`config.mk`:
```
export PLATFORM = sky130hd
export DESIGN_NAME = pulse_pattern_gen
export DESIGN_NICKNAME = d
export VERILOG_FILES = /design/src/rtl/pgen_pkg.sv /design/src/rtl/pgen_ctrl.sv /design/src/rtl/pgen_next.sv /design/src/rtl/pgen_store.sv /design/src/rtl/pulse_pattern_gen.sv
export SDC_FILE = /design/constraint.sdc
export NUM_CORES = 1
export LEC_CHECK = 0
export ABC_AREA = 1
export CAP_MARGIN = 20
export CORE_ASPECT_RATIO = 1.2
export CORE_MARGIN = 4
export CORE_UTILIZATION = 40
export CTS_CLUSTER_DIAMETER = 120
export DETAILED_ROUTE_END_ITERATION = 8
export GPL_ROUTABILITY_DRIVEN = 0
export PLACE_DENSITY = 0.81
export REMOVE_ABC_BUFFERS = 1
export SLEW_MARGIN = 10
export SYNTH_ARGS = -nofsm -noshare
export SYNTH_HDL_FRONTEND = slang
export SYNTH_HIERARCHICAL = 1
export SYNTH_SLANG_ARGS = --single-unit
```
`constraint.sdc`:
```
create_clock -name clk -period 0.95 [get_ports clk]
set_clock_uncertainty 0.2 [all_clocks]
set_input_delay 0.19 -clock clk [delete_from_list [all_inputs] [get_ports clk]]
set_output_delay 0.19 -clock clk [all_outputs]
set_load 0.02 [all_outputs]
```
`src/rtl/pgen_pkg.sv`:
```
package pgen_pkg;
  typedef enum logic [1:0] {
    OP_CLEAR  = 2'd0,
    OP_LOAD   = 2'd1,
    OP_ROTATE = 2'd2
  } pgen_op_e;
endpackage

```
`src/rtl/pgen_ctrl.sv`:
```
module pgen_ctrl
  import pgen_pkg::*;
(
  input  logic     rst_n,
  input  logic     load_en,
  output pgen_op_e op,
  output logic     load_evt,
  output logic     rot_evt
);
  // reset beats load, load beats rotation
  always_comb begin
    if (!rst_n)       op = OP_CLEAR;
    else if (load_en) op = OP_LOAD;
    else              op = OP_ROTATE;
  end

  assign load_evt = (op == OP_LOAD);
  assign rot_evt  = (op == OP_ROTATE);
endmodule

```
`src/rtl/pgen_next.sv`:
```
module pgen_next
  import pgen_pkg::*;
#(
  parameter int WIDTH = 16
) (
  input  pgen_op_e           op,
  input  logic [WIDTH-1:0]   cur,
  input  logic [WIDTH-1:0]   pattern,
  output logic [WIDTH-1:0]   nxt
);
  localparam int TOP = WIDTH - 1;

  logic [WIDTH-1:0] rotated;

  // rotate toward the MSB: each bit takes its lower neighbour, bit 0 takes the MSB
  generate
    for (genvar b = 0; b < WIDTH; b++) begin : g_rot
      if (b == 0) begin : g_wrap
        assign rotated[b] = cur[TOP];
      end else begin : g_step
        assign rotated[b] = cur[b-1];
      end
    end
  endgenerate

  always_comb begin
    unique case (op)
      OP_CLEAR:  nxt = '0;
      OP_LOAD:   nxt = pattern;
      default:   nxt = rotated;
    endcase
  end
endmodule

```
`src/rtl/pgen_store.sv`:
```
module pgen_store #(
  parameter int WIDTH = 16
) (
  input  logic             clk,
  input  logic [WIDTH-1:0] d,
  output logic [WIDTH-1:0] q
);
  always_ff @(posedge clk) begin
    q <= d;
  end
endmodule

```
`src/rtl/pulse_pattern_gen.sv`:
```
module pulse_pattern_gen
  import pgen_pkg::*;
#(
  parameter int WIDTH = 16
) (
  input  logic             clk,
  input  logic             rst_n,
  input  logic             load_en,
  input  logic [WIDTH-1:0] pattern_in,
  output logic             pulse_out
);
  localparam int MSB = WIDTH - 1;

  pgen_op_e         op;
  logic             load_evt;
  logic             rot_evt;
  logic [WIDTH-1:0] shreg_d;
  logic [WIDTH-1:0] shreg_q;

  pgen_ctrl u_ctrl (
    .rst_n    (rst_n),
    .load_en  (load_en),
    .op       (op),
    .load_evt (load_evt),
    .rot_evt  (rot_evt)
  );

  pgen_next #(.WIDTH(WIDTH)) u_next (
    .op      (op),
    .cur     (shreg_q),
    .pattern (pattern_in),
    .nxt     (shreg_d)
  );

  pgen_store #(.WIDTH(WIDTH)) u_store (
    .clk (clk),
    .d   (shreg_d),
    .q   (shreg_q)
  );

  assign pulse_out = shreg_q[MSB];
endmodule

```
# Word level (Yosys, flattened, before mapping)
# Index checks and enable logic that the tools add are counted.
# W data, S select, Z words.
dict set report op_classes {
  n_lt_le_gt_ge 0
  bitwise_logic 0
  eq_ne 1
  n_shift 0
  n_mul 0
  add_sub_neg 0
  mux 3
  div 0
  n_reduce_logical 1
}
# op count
set op_table {}
lappend op_table {{$pmux W16 S2} 1}
lappend op_table {{$mux W2} 2}
lappend op_table {{$eq A2 B1 Y1 const B} 1}
lappend op_table {{$logic_not A2 Y1} 1}
dict set report totals {
  mem_bits_rw 0
  memories 0
  latchBits 0
  output_inout_bits 1
  romBits 0
  input_bits 19
  word_cells 6
  reg_bits 16
}

# Longest topological paths before layout
dict set report depth {
  word_depth 4
  ltp_mapped 8
  ltp_nobuf 5
}

# Cells and area by module
# The synthesis kept the hierarchy.
# module seq_area_each_um2 area_per_inst_um2 cells_per_inst n_inst
set by_module_without_submodules {}
lappend by_module_without_submodules {pgen_next 0.0 359.1 54 1}
lappend by_module_without_submodules {pgen_store 320.3 320.3 16 1}
lappend by_module_without_submodules {pgen_ctrl 0.0 32.5 6 1}

# Worst setup path before layout
# Ideal clock, no wire load.
dict set report synth_path {
  path_type {input to register}
  startpoint {in rst_n}
  endpoint {reg u_store.q[0]}
  t_arrival_ps 762
  path_stages 7
  path_buffers 3
  setup_ps 111
  required_time_ps 639
  slack_ps -124
  cell_sequence {inv_1 -> nor2_2 -> buf_4 -> buf_6 -> clkbuf_8 -> nand2_1 -> nand2_2}
}
dict set report synth_via {
  elab_chain_cells 3
  elab_cells_between_ends 4
  cone_classes {1 x eq/ne; 2 x mux; 1 x reduce/logical}
}
# element line
set synth_lines {}
lappend synth_lines {{from (decl)} pulse_pattern_gen.sv:7} ;# input logic rst_n,
lappend synth_lines {{$mux W2 (*)} pgen_ctrl.sv:12} ;# if (!rst_n) op = OP_CLEAR;
lappend synth_lines {{named net op[1]} pulse_pattern_gen.sv:14} ;# pgen_op_e op;
lappend synth_lines {{$eq A2 B1 Y1 / $logic_not A2 Y1 (equally long branches)} --}
lappend synth_lines {{$pmux W16 S2 (*)} pgen_next.sv:27} ;# unique case (op)
lappend synth_lines {{named net shreg_d[0]} pulse_pattern_gen.sv:17} ;# logic [WIDTH-1:0] shreg_d;
lappend synth_lines {{to (signal assigned)} pgen_store.sv:9} ;# q <= d;
lappend synth_lines {{to (decl)} pgen_store.sv:6} ;# output logic [WIDTH-1:0] q
# The timed path passes the listed nets; every way through them passes the cells marked *.

# Worst setup path in the final report
dict set report layout_path {
  startpoint {reg u_store.q[15]}
  endpoint {out pulse_out}
}
# element line
set layout_lines {}
lappend layout_lines {{to (decl)} pulse_pattern_gen.sv:10} ;# output logic pulse_out
# No word-level cell between the ends.

==> summary.md <==
The flow ran to the end, but the final reports show violations. The final reports fail on setup timing. The synthesized design devotes to its leading area cell type 44.99% of total area. The kind of launch point of the worst setup path is a register.

Power comes to 0.001273 W. Of the synthesized area, sequential elements account for 44.99%. The height of the die was 54.22 um; the pin count of the biggest net entering global routing was 17. Wires add up to 1323 um. The largest registers in the layout are u_store/q x16. More flip-flops sit in one register than any other, and that register is u_store/q.

Dividing the detail-routed wire length by the instance count gives 11.61 um. For the number of antenna violations at the first check in global routing, the log shows 0. TritonCTS built the clock tree. The normalized max-slew margin came out at 91.57%. The logs give 570 for the number of global-route vias before repair and 56.63% for the final core utilization.

After synthesis, the netlist uses 12 different library cells. The tools report the total of warnings raised by yosys as 6. Using the TritonRoute via totals, the vias-per-cell ratio works out to 4.632. For the worst flop-to-flop path, the logic depth is 3. For this block, the via count after detailed routing is 528. After synthesis, the mean cell area works out to 9.368 sq um. The total I/O pin count is 20, and the area of the core region is 1662 sq um. The longest clock path from root to sink contains 2 buffers.

Number of DRC violations after detailed routing: 0. The count of inserted antenna diode cells is 0. By area the synthesized netlist is led by sky130_fd_sc_hd__dfxtp_1 45%, sky130_fd_sc_hd__nand3_2 14%, sky130_fd_sc_hd__nand2_1 12%, sky130_fd_sc_hd__nand2_2 8.8%, sky130_fd_sc_hd__buf_12 5.6%.

The run gives 0 as the final count of pins violating max slew. The cell taking the most area after synthesis is sky130_fd_sc_hd__dfxtp_1. The cell count after synthesis was 76; the transition time at the pin with the least slew margin was 126.3 ps. The number of setup buffers added after CTS is 0.

The first global-routing pass estimated 2263 um of wire. The endpoint type of the worst setup path was an output port. For this run, the top clock speed supported by timing is 0.8888 GHz.

The number of rows created at floorplan is 16, and the combined buffer and inverter count along the critical path is 1. The run gives 3 as the total clock buffers created by CTS. The number of flip-flops in the largest register was 16. Setup repair after global routing could not meet its margin everywhere. From synthesis to final layout, the design area changed by 32.16%. For this design the static power due to leakage is 0.4175 nW. For the total clock sinks, the log shows 16. The family with the most delay on the worst path was flip-flops.

Global routing used 12.90% of the available tracks across all layers. The tools report the maximum level of the CTS H-tree as 1. The die covers 2522 sq um. The effective utilization at floorplan is 42.85%, and the residual overflow from global routing is 0. For the final count of negative-setup-slack endpoints, the log shows 1. The classification of the worst-slack hold path is register to register. After synthesis the netlist holds a flip-flop and latch count of 16.

The number of maximum-capacitance violations came out at 0. The number of cells on the critical path is 1, and the clock period minus final worst setup slack is 1125 ps. The delay of the slowest critical-path stage came out at 330 ps. The critical path in this run is classified as register to output port. The tools report the library cell used as clock root buffer as sky130_fd_sc_hd__clkbuf_4.

The worst path setup slack after routing came out at -175.1 ps. The HPWL after detailed placement came out at 922.5 um. The summed negative setup slack over all endpoints is -175.1 ps. In the finished design, the share of the clock period the worst path needs comes to 118.4%. The largest individual stage delay along the critical path comes from the cell sky130_fd_sc_hd__dfxtp_2. In the final layout, the share of cells above drive strength 1 is 34.38%. Across all hold checks on the routed design, the worst slack comes to 229.1 ps. The total number of nets in the final design came out at 117. The first routing iteration left 7 violations.

The die is 46.51 um wide. The number of antenna-violating nets in the routed design was 0; the power per cell area was 1353 nW/um^2. The worst endpoint data arrival time came out at 740 ps. Clock-pin slew was measured on the worst setup and hold paths at 90 ps. The worst hold path depth is 2. Traced cell by cell, the critical path runs through buf_6. The tools report the area of the mapped netlist as 711.9 sq um.

Clock latency on the worst-skew pair: 280 ps. The largest driver fanout on the critical path was 2. The final count of hold timing violations is 0, and the maximum VDD drop is 0.0006853 V. For the worst setup path, the data required time is 560 ps. The first TritonRoute pass finished after 4 iterations. The count of input and output buffers works out to 19.
[cell type report]
cell class                      instances  area, sq um
Fill cell                             143        720.7
Sequential cell                        16        321.6
Multi-Input combinational cell         50        285.3
Timing Repair Buffer                   24        265.3
Inverter                                3        23.77
Clock buffer                            3        22.52
Tap cell                               18        22.52
[cell families after synthesis]
| logic type | share of synthesized area (%) |
|---|---|
| buffers and inverters | 14.94 |
| DFF | 44.99 |
| and+or+nand+nor | 40.07 |
[cell usage after synthesis, drive strengths merged]
cell    count
buf         6
dfxtp      16
nor2        1
inv         3
nand3      16
clkbuf      1
nand2      33
[layer usage]
layer  global-route usage [%]  vias to the layer above  part of all wire [%]
met5                        0                        -                     0
met4                    9.953                        0                   3.2
met3                    1.316                        4                   3.5
met2                    23.17                       11                    55
met1                    13.28                      238                    38
li1                         -                      275                     -
[per-stage QoR]
| step | setup slack, ps | instances | instance area (sq um) |
|---|---|---|---|
| 5_1_grt | -197.9 | 114 | 940.9 |
| 3_3_place_gp | -512.6 | 110 | 879.6 |
| 3_5_place_dp | -541.3 | 110 | 879.6 |
| 4_1_cts | -185.3 | 114 | 939.7 |
| 6_report | -175.1 | 114 | 940.9 |
| 2_1_floorplan | -299.9 | 69 | 624.3 |
[repair_timing]
action | CTS | global route
cloned | 1 | 0
resized for setup | 14 | 1
setup endpoints to repair | 17 | 17
pin swaps | 2 | 1
hold buffers | 0 | 0
[power by group]
group | switching (W) | internal (W) | total [W]
clock | 0.000194 | 0.000147 | 0.000341
sequential | 0.00000984 | 0.000707 | 0.000717
combinational | 0.0000904 | 0.000125 | 0.000216
total | 0.000294 | 0.000979 | 0.00127
[placed cells by master, fill, tap and decap left out]
cell type	Yosys	final
sky130_fd_sc_hd__buf_12	2	1
sky130_fd_sc_hd__buf_16	0	1
sky130_fd_sc_hd__buf_4	3	2
sky130_fd_sc_hd__buf_6	1	2
sky130_fd_sc_hd__clkbuf_4	0	3
sky130_fd_sc_hd__clkdlybuf4s15_1	0	2
sky130_fd_sc_hd__clkdlybuf4s50_1	0	16
sky130_fd_sc_hd__dfxtp_1	16	15
sky130_fd_sc_hd__dfxtp_2	0	1
sky130_fd_sc_hd__inv_1	2	1
sky130_fd_sc_hd__inv_12	0	1
sky130_fd_sc_hd__inv_2	0	1
sky130_fd_sc_hd__nand2_1	23	23
sky130_fd_sc_hd__nand2_2	10	10
sky130_fd_sc_hd__nand3_1	6	6
sky130_fd_sc_hd__nand3_2	10	10
sky130_fd_sc_hd__nor2_2	1	1
[worst paths after layout]
kind,endpoint,slack (ps),start
max,pulse_out,-180,u_store/q[15]$_DFF_P_
min,u_store/q[8]$_DFF_P_,230,u_store/q[7]$_DFF_P_
max reg2reg,u_store/q[0]$_DFF_P_,70,u_store/q[15]$_DFF_P_
min reg2reg,u_store/q[8]$_DFF_P_,230,u_store/q[7]$_DFF_P_
Power figures use the tool's default switching activity.
